## config.mk

```make
export PLATFORM = sky130hd
export DESIGN_NAME = corr_branch_predictor
export DESIGN_NICKNAME = d
export VERILOG_FILES = /design/src/rtl/cbp_pkg.sv /design/src/rtl/cbp_history.sv /design/src/rtl/cbp_index.sv /design/src/rtl/cbp_counter_table.sv /design/src/rtl/corr_branch_predictor.sv
export SDC_FILE = /design/constraint.sdc
export NUM_CORES = 1
export LEC_CHECK = 0
export BUFFER_PORTS_ARGS = -buffer_cell sky130_fd_sc_hd__buf_2
export CAP_MARGIN = 30
export CORE_MARGIN = 5
export CORE_UTILIZATION = 50
export CTS_CLUSTER_DIAMETER = 120
export DETAILED_ROUTE_END_ITERATION = 10
export GPL_TIMING_DRIVEN = 0
export HOLD_SLACK_MARGIN = 0.15
export PLACE_DENSITY_LB_ADDON = 0.25
export SETUP_SLACK_MARGIN = 0.2
export SLEW_MARGIN = 20
export SYNTH_ARGS = -nofsm -noshare
export SYNTH_HDL_FRONTEND = slang
export SYNTH_SLANG_ARGS = --single-unit
```

## constraint.sdc

```tcl
create_clock -name clk -period 1.6 [get_ports clk]
set_input_delay 0.16 -clock clk [delete_from_list [all_inputs] [get_ports clk]]
set_output_delay 0.16 -clock clk [all_outputs]
set_load 0.03 [all_outputs]
```

## src/rtl/cbp_pkg.sv

```systemverilog
package cbp_pkg;

  // Saturating step of an unsigned counter bounded by [0, maxv].
  function automatic int unsigned sat_step(int unsigned v, bit up, int unsigned maxv);
    if (up) return (v >= maxv) ? maxv : v + 1;
    else    return (v == 0)    ? 0    : v - 1;
  endfunction

  // Joint counter number: address field above, history below.
  function automatic int unsigned join_index(int unsigned addr_field,
                                             int unsigned hist,
                                             int unsigned hbits);
    return (addr_field << hbits) | hist;
  endfunction

  // Push one outcome into a history of hbits bits, newest in bit 0.
  function automatic int unsigned hist_push(int unsigned h, bit t, int unsigned hbits);
    int unsigned mask;
    mask = (hbits == 0) ? 0 : ((32'd1 << hbits) - 1);
    return ((h << 1) | 32'(t)) & mask;
  endfunction

  // Counter value after reset: weakly not-taken.
  function automatic int unsigned weak_not_taken(int unsigned cbits);
    return (32'd1 << (cbits - 1)) - 1;
  endfunction

endpackage

```

## src/rtl/cbp_history.sv

```systemverilog
module cbp_history #(
  parameter int HIST_BITS = 2,
  parameter int HW        = 2
) (
  input  logic          clk,
  input  logic          rst_n,
  input  logic          shift_en,
  input  logic          taken_in,
  output logic [HW-1:0] hist_q
);
  import cbp_pkg::*;

  always_ff @(posedge clk) begin
    if (!rst_n)
      hist_q <= '0;
    else if (shift_en)
      hist_q <= HW'(hist_push(32'(hist_q), taken_in, HIST_BITS));
  end

endmodule

```

## src/rtl/cbp_index.sv

```systemverilog
module cbp_index #(
  parameter int PC_W      = 32,
  parameter int IDX_W     = 4,
  parameter int HIST_BITS = 2,
  parameter int HW        = 2,
  parameter int CI_W      = 6
) (
  input  logic [PC_W-1:0] pc,
  input  logic [HW-1:0]   hist,
  output logic [CI_W-1:0] idx
);
  import cbp_pkg::*;

  logic [IDX_W-1:0] addr_field;
  assign addr_field = pc[IDX_W+1:2];

  logic unused_pc_bits;
  assign unused_pc_bits = ^{pc[PC_W-1:IDX_W+2], pc[1:0]};

  generate
    if (HIST_BITS > 0) begin : g_hist
      assign idx = CI_W'(join_index(32'(addr_field), 32'(hist), HIST_BITS));
    end else begin : g_nohist
      logic unused_hist;
      assign unused_hist = ^hist;
      assign idx = CI_W'(addr_field);
    end
  endgenerate

endmodule

```

## src/rtl/cbp_counter_table.sv

```systemverilog
module cbp_counter_table #(
  parameter int CTR_BITS = 2,
  parameter int CI_W     = 6,
  parameter int NUM_CTR  = 64
) (
  input  logic                        clk,
  input  logic                        rst_n,
  input  logic [CI_W-1:0]             rd_idx,
  output logic [CTR_BITS-1:0]         rd_ctr,
  input  logic                        wr_en,
  input  logic [CI_W-1:0]             wr_idx,
  input  logic                        wr_taken,
  output logic [CTR_BITS-1:0]         wr_old,
  output logic [NUM_CTR*CTR_BITS-1:0] ctr_flat
);
  import cbp_pkg::*;

  localparam int unsigned CMAX  = (32'd1 << CTR_BITS) - 1;
  localparam int unsigned CINIT = weak_not_taken(CTR_BITS);

  logic [CTR_BITS-1:0] ctr [NUM_CTR];

  genvar gi;
  generate
    for (gi = 0; gi < NUM_CTR; gi++) begin : g_ctr
      always_ff @(posedge clk) begin
        if (!rst_n)
          ctr[gi] <= CTR_BITS'(CINIT);
        else if (wr_en && (wr_idx == CI_W'(gi)))
          ctr[gi] <= CTR_BITS'(sat_step(32'(ctr[gi]), wr_taken, CMAX));
      end
      assign ctr_flat[gi*CTR_BITS +: CTR_BITS] = ctr[gi];
    end
  endgenerate

  assign rd_ctr = ctr[rd_idx];
  assign wr_old = ctr[wr_idx];

endmodule

```

## src/rtl/corr_branch_predictor.sv

```systemverilog
module corr_branch_predictor #(
  parameter int PC_W      = 32,
  parameter int ENTRIES   = 16,
  parameter int HIST_BITS = 2,
  parameter int CTR_BITS  = 2
) (
  input  logic            clk,
  input  logic            rst_n,
  input  logic [PC_W-1:0] pred_pc,
  output logic            pred_taken,
  input  logic            upd_valid,
  input  logic [PC_W-1:0] upd_pc,
  input  logic            upd_taken
);
  localparam int IDX_W   = $clog2(ENTRIES);
  localparam int HW      = (HIST_BITS > 0) ? HIST_BITS : 1;
  localparam int CI_W    = IDX_W + HIST_BITS;
  localparam int NUM_CTR = 1 << CI_W;

  // Named internal events, visible to the bound checker.
  logic [HW-1:0]               hist_q;
  logic [CI_W-1:0]             rd_idx;
  logic [CI_W-1:0]             wr_idx;
  logic [CTR_BITS-1:0]         rd_ctr;
  logic [CTR_BITS-1:0]         wr_old;
  logic [NUM_CTR*CTR_BITS-1:0] ctr_flat;

  cbp_history #(.HIST_BITS(HIST_BITS), .HW(HW)) u_hist (
    .clk      (clk),
    .rst_n    (rst_n),
    .shift_en (upd_valid),
    .taken_in (upd_taken),
    .hist_q   (hist_q)
  );

  cbp_index #(.PC_W(PC_W), .IDX_W(IDX_W), .HIST_BITS(HIST_BITS), .HW(HW), .CI_W(CI_W)) u_rd_index (
    .pc   (pred_pc),
    .hist (hist_q),
    .idx  (rd_idx)
  );

  cbp_index #(.PC_W(PC_W), .IDX_W(IDX_W), .HIST_BITS(HIST_BITS), .HW(HW), .CI_W(CI_W)) u_wr_index (
    .pc   (upd_pc),
    .hist (hist_q),
    .idx  (wr_idx)
  );

  cbp_counter_table #(.CTR_BITS(CTR_BITS), .CI_W(CI_W), .NUM_CTR(NUM_CTR)) u_table (
    .clk      (clk),
    .rst_n    (rst_n),
    .rd_idx   (rd_idx),
    .rd_ctr   (rd_ctr),
    .wr_en    (upd_valid),
    .wr_idx   (wr_idx),
    .wr_taken (upd_taken),
    .wr_old   (wr_old),
    .ctr_flat (ctr_flat)
  );

  assign pred_taken = rd_ctr[CTR_BITS-1];

endmodule

```

==> results of run 1 <==
per-stage QoR:
stage	cell area, µm²	util [%]	setup TNS [ps]	worst slack [ps]
final	10790	71.51	-50380	-911.1
after detailed placement	8362	55.41	-74800	-579.4
after CTS	10130	67.11	-41050	-843.9
after global placement	8362	55.41	-68570	-538.5
after global routing	10790	71.51	-57430	-950.7
after floorplan	8077	-	-734.4	-157.9
kinds of logic after synthesis:
kind of cell               synth area share (%)
AOI/OAI and AO/OA                         16.53
and+or+nand+nor                           11.51
adders and majority gates                 8.421
muxes                                     5.016
DFF                                       51.05
buffers and inverters                     7.467
tightest hold or removal path, stage by stage:
cell and delay [ps]:
buf_8 110, nand4_1 160, or3_1 130
cell usage in the layout, fill, tap and decap left out, types with 7 or more instances in the layout:
cell	n
edfxtp_1	128
nand2_1	66
inv_1	66
maj3_1	64
o21ai_0	64
or3_1	60
o21ai_4	45
a211oi_2	44
buf_4	37
buf_6	34
clkbuf_16	25
buf_8	20
o21ai_2	19
a211oi_1	19
mux4_2	15
clkbuf_1	15
buf_2	14
clkbuf_2	13
buf_12	12
nand2_4	7
sequential cells by signal, summed over array words and instances, names as in the netlist:
signal	count
u_hist.hist_q	2
u_table.ctr	128
worst max-delay path by stage:
stage                startpoint                end  depth (start not counted)
2_1_floorplan  u_hist.hist_q[1]         pred_taken                          8
3_3_place_gp              rst_n  u_table.ctr[2][1]                          4
3_5_place_dp              rst_n  u_table.ctr[2][0]                          4
4_1_cts        u_hist.hist_q[0]         pred_taken                          8
5_1_grt        u_hist.hist_q[1]         pred_taken                          7
6_report       u_hist.hist_q[1]         pred_taken                          9
final cells by class:
type | instances | area, µm² | share of cell area [%]
Multi-Input combinational cell | 458 | 4182 | 38.75
Sequential cell | 130 | 3886 | 36.02
Timing Repair Buffer | 95 | 1022 | 9.474
Buffer | 62 | 675.6 | 6.262
Clock buffer | 21 | 440.4 | 4.082
Inverter | 67 | 256.5 | 2.377
Tap cell | 188 | 235.2 | 2.180
Clock inverter | 10 | 92.59 | 0.8581
repair_timing:
action	4_1_cts	5_1_grt
hold buffers	1	0
setup buffers	55	18
resized for setup	136	99
endpoints found under the setup margin	257	257
gates cloned	8	2
endpoints found under the hold margin	2	0
pin swaps	40	34
report_power, final:
group	internal (mW)	switching, mW	total (mW)
Sequential	3.80	0.0777	3.88
Combinational	0.472	0.706	1.18
Clock	2.24	1.47	3.71
metal layers:
layer | up-vias | GRT usage [%] | part of all wire (%)
met5 | - | 0 | 0
met4 | 0 | 14.74 | 6.4
met1 | 3381 | 36.77 | 38
li1 | 2893 | - | -
met3 | 121 | 5.400 | 9.2
met2 | 498 | 44.24 | 47
synth_stat cells:
cell      count  area [µm²]
a211o_1       1       8.760
a211oi_1     54       405.4
a211oi_2     11       137.6
a21oi_1       1       5.000
a22o_1        1       8.760
a22oi_1       2       15.01
a22oi_2       1       12.51
a31oi_1       3       18.77
and2b_1       1       7.510
buf_1         2       7.510
buf_2         6       30.03
buf_4         3       22.52
buf_6         7       78.83
buf_8         1       15.01
clkbuf_1     43       161.4
clkinv_2      1       5.000
dfxtp_1       2       40.04
edfxtp_1    128        3844
inv_1        66       247.7
maj3_1       64       640.6
mux2i_1       4       40.04
mux4_1        1       26.28
mux4_2       14       315.3
nand2_1      78       292.8
nand2_4       1       11.26
nand3_1      11       55.05
nand3b_1      2       15.01
nand4_1       2       12.51
nor2_1        2       7.510
nor2_2        1       6.260
nor2b_1       8       50.05
nor2b_2       1       8.760
o21ai_0     129       645.6
or3_1        64       400.4
or3b_1        1       8.760
==> metrics.cfg, run 1 <==
[cells_and_area]
area_delta_synth_final_pct=41.84
fin_nets=899
fin_cells=1031
drive_gt1_share_pct=39.03
fillerInstances=919
diodes=0

[cts]
cts_max_path_buffers=2
path_clk_slew_ps=60
clock_sinks=130
htree_levels=4
cts-root-buf=clkbuf_16
numCtsBuffers=17
clk_latency_ps=440
cts_tree=built

[grt]
gr-total-overflow=0
grt_use_total_pct=28.00
grt_pass1_wl_um=37670
grt_pass1_vias=6614
grt_max_degree=17
antenna_found_initial=0

[floorplanning]
pin_count=69
start_util_pct=50.41
die_h_um=133.3
die_w_um=133.3
coreArea_mm2=0.01509
rows=45
die_area_mm2=0.01778

[power]
powerDensity_mw_per_mm2=812.3
leakage_nw=3.961
ir_drop_v=0.0007650
total_power_mw=8.765

[worst_setup_path]
end_kind=output port
cp_max_fo=10
cpPeakStageDelay_ps=330
crit_path_start_kind=flip-flop
path_delay_family=buffers and inverters
r2r_setup_slack_ps=-480
r2r_cells=11
r2r_start=u_hist.hist_q[0]
r2r_end=u_table.ctr[18][0]
crit_slowest_cell=dfxtp_2
cpMostUsedCell=buf_12
critical_path_class=flip-flop to output port
crit_buf_inv=4
cp_cell_sequence=buf_8 -> buf_12 -> buf_12 -> mux4_2 -> a22oi_2 -> nand3_4 -> a211oi_4 -> a21oi_4 -> buf_6
arrival_ps=2350
required_ps=1440

[timing]
relSlewSlack_pct=21.55
setup_violations=241
fin_skew_ps=9.925
fin_hold_ws_ps=235.4
period_share_pct=156.9
hold_violations=0
final_max_slew_viol_count=0
worst_pin_slew_ps=1177
clock.fmax_mhz=398.2
final.min_clock_period_ps=2511
rsz0062_at_grt=true
setup_slack_ps=-911.1

[routing]
vias=6893
viasPerCell=6.686
drtPass1Iterations=6
wirelength_um=26580
first_iter_violations=1109
wl_per_cell_um=25.78
ant_nets=0
route.detailed.drc=0

[synth]
synth.net_count=785
syn_avg_cell_area_um2=10.61
ys_seq_area_share_pct=51.05
syn-cell-area_mm2=0.007607
synth.ff_latch_count=130
syn-instance-count=717
yosys_warnings=0
ys_types=35

[hold_path]
min_path_cells=3
holdCritStartpoint=upd_valid
hold_path.class=input port to flip-flop
hold_end=u_table.ctr[50][0]

[place]
dp_hpwl_um=14900
dp.cells=915
place_congestion=0.8671
port_buffers=10

[flow_run]
drv_cap=0

[status]
failed_checks=negative setup slack
outcome=finished, violations left

Power figures use the tool's default switching activity.
==> run 2, diff against run 1 <==
- SKIP_CTS_REPAIR_TIMING: not set -> 1
==> metrics.cfg, run 2 (synthesized netlist as in run 1, its figures left out) <==
[status]
outcome=finished, violations left
failed_checks=negative setup slack

[timing]
setup_violations=225  ; -6.6%
relSlewSlack_pct=37.72  ; +16 points
worst_pin_slew_ps=934.1  ; -242.6 ps
fin_skew_ps=7.498  ; -2.427 ps
fin_hold_ws_ps=233.1  ; -2.331 ps
clock.fmax_mhz=402.1  ; +0.98%
final_max_slew_viol_count=0  ; unchanged
setup_slack_ps=-886.9  ; +24.26 ps
hold_violations=0  ; unchanged
fin_tns_setup_ps=-50410  ; -36.20 ps
rsz0062_at_grt=true
period_share_pct=155.4  ; -1.5 points
final.min_clock_period_ps=2487  ; -24.26 ps

[floorplanning]
die_w_um=133.3  ; unchanged
start_util_pct=50.41  ; unchanged
die_area_mm2=0.01778  ; unchanged
rows=45  ; unchanged
coreArea_mm2=0.01509  ; unchanged
pin_count=69  ; unchanged
die_h_um=133.3  ; unchanged

[worst_setup_path]
required_ps=1440  ; about the same
critical_path_class=flip-flop to output port
cp_max_fo=6  ; -4
cpPeakStageDelay_ps=510  ; +180 ps
crit_slowest_cell=mux4_2
end_kind=output port
r2r_end=u_table.ctr[58][0]
r2r_setup_slack_ps=-600  ; -120 ps
arrival_ps=2330  ; -20 ps
cp.depth=8  ; -1
crit_buf_inv=3  ; -1
crit_path_start_kind=flip-flop
cp-startpoint=u_hist.hist_q[1]
worstSetupEndpoint=pred_taken
r2r_start=u_hist.hist_q[0]
cp_cell_sequence=buf_8 -> buf_4 -> mux4_2 -> nor2b_1 -> o21ai_1 -> a31oi_4 -> a21oi_4 -> buf_6
path_delay_family=multiplexers
r2r_cells=7  ; -4

[routing]
first_iter_violations=905  ; -18%
vias=6474  ; -6.1%
drtPass1Iterations=5  ; -1
route.detailed.drc=0  ; unchanged
ant_nets=0  ; unchanged
viasPerCell=6.613  ; -1.1%
wl_per_cell_um=24.09  ; -6.5%
wirelength_um=23580  ; -11%

[grt]
antenna_found_initial=0  ; unchanged
grt_use_total_pct=24.86  ; -3.1 points
grt_pass1_vias=6120  ; -7.5%
grt_max_degree=17  ; unchanged
gr-total-overflow=0  ; unchanged
grt_pass1_wl_um=33840  ; -10%

[cells_and_area]
fin_cells=979  ; -5.0%
final_util_pct=64.04  ; -7.5 points
area_delta_synth_final_pct=27.02
regMostFlops=u_table.ctr
mostFrequentLayoutCells=edfxtp_1 (128), nand2_1 (69), inv_1 (66)
drive_gt1_share_pct=29.96  ; -9.1 points
fillerInstances=1114  ; +21%
fin_nets=847  ; -5.8%
largest_register_ffs=128  ; unchanged
diodes=0  ; unchanged
largestRegisters=u_table.ctr: 128 flops, u_hist.hist_q: 2 flops
final_common_cell=edfxtp_1

[cts]
cts_tree=built
cts-root-buf=clkbuf_16
numCtsBuffers=17  ; unchanged
path_clk_slew_ps=60  ; about the same
clk_latency_ps=430  ; about the same
clock_sinks=130  ; unchanged
htree_levels=4  ; unchanged
cts_max_path_buffers=2  ; unchanged

[power]
ir_drop_v=0.0007440  ; -2.7%
powerDensity_mw_per_mm2=881.5  ; +8.5%
leakage_nw=3.517  ; -11%

[place]
dp_hpwl_um=14900  ; unchanged
port_buffers=10  ; unchanged
dp.cells=915  ; unchanged
place_congestion=0.8671  ; unchanged

[hold_path]
hold_path.class=input port to flip-flop

[flow_run]
drv_cap=0  ; unchanged

[run 2: cell count changes in the layout (fill, tap and decap cells not counted), sizes merged]
cell    previous run  this run
buf              118        70
clkbuf            59        55
[run 2: through the flow]
stage,total power [mW],area [µm²],setup WS (ps)
4_1_cts,8.302,8895,-985.2
3_5_place_dp,4.710,8362,-579.4
5_1_grt,8.736,9663,-925.9
6_report,8.518,9663,-886.9
3_3_place_gp,4.676,8362,-538.5
2_1_floorplan,4.459,8077,-157.9
[run 2: cell type report]
| type | count | area (µm²) | share of cell area [%] |
|---|---|---|---|
| Inverter | 67 | 256.5 | 2.654 |
| Multi-Input combinational cell | 458 | 3694 | 38.22 |
| Tap cell | 188 | 235.2 | 2.434 |
| Timing Repair Buffer | 43 | 459.2 | 4.752 |
| Buffer | 62 | 599.3 | 6.202 |
| Clock inverter | 10 | 92.59 | 0.9582 |
| Sequential cell | 130 | 3886 | 40.22 |
| Clock buffer | 21 | 440.4 | 4.558 |
[run 2: routing by layer]
metal	wire (µm)	global-route usage, %	vias up
li1	-	-	2803
met1	9259	34.00	3203
met2	11190	37.58	391
met3	2027	4.909	77
met4	1100	13.20	0
met5	0	0	-
[run 2: worst reg2reg max path: stages (launching register included)]
cell and delay, ps:
dfxtp_2 320, buf_12 140, buf_12 150, buf_6 120, nor2b_2 320, nand2_1 180, buf_2 280, or3_1 430
[run 2: worst min path at each step]
stage,from,end,slack (ps),cells past startpoint
2_1_floorplan,pred_pc[4],pred_taken,390,1
3_3_place_gp,upd_valid,u_hist.hist_q[1],460,3
3_5_place_dp,upd_valid,u_hist.hist_q[0],470,3
4_1_cts,upd_valid,u_hist.hist_q[0],30,3
5_1_grt,rst_n,u_table.ctr[15][0],230,3
6_report,upd_valid,u_table.ctr[50][0],230,3
[run 2: report_power, final]
part	leakage, nW	internal, mW	switching (mW)
Clock	0.260	2.24	1.42
Combinational	2.14	0.380	0.593
Sequential	1.12	3.80	0.0746
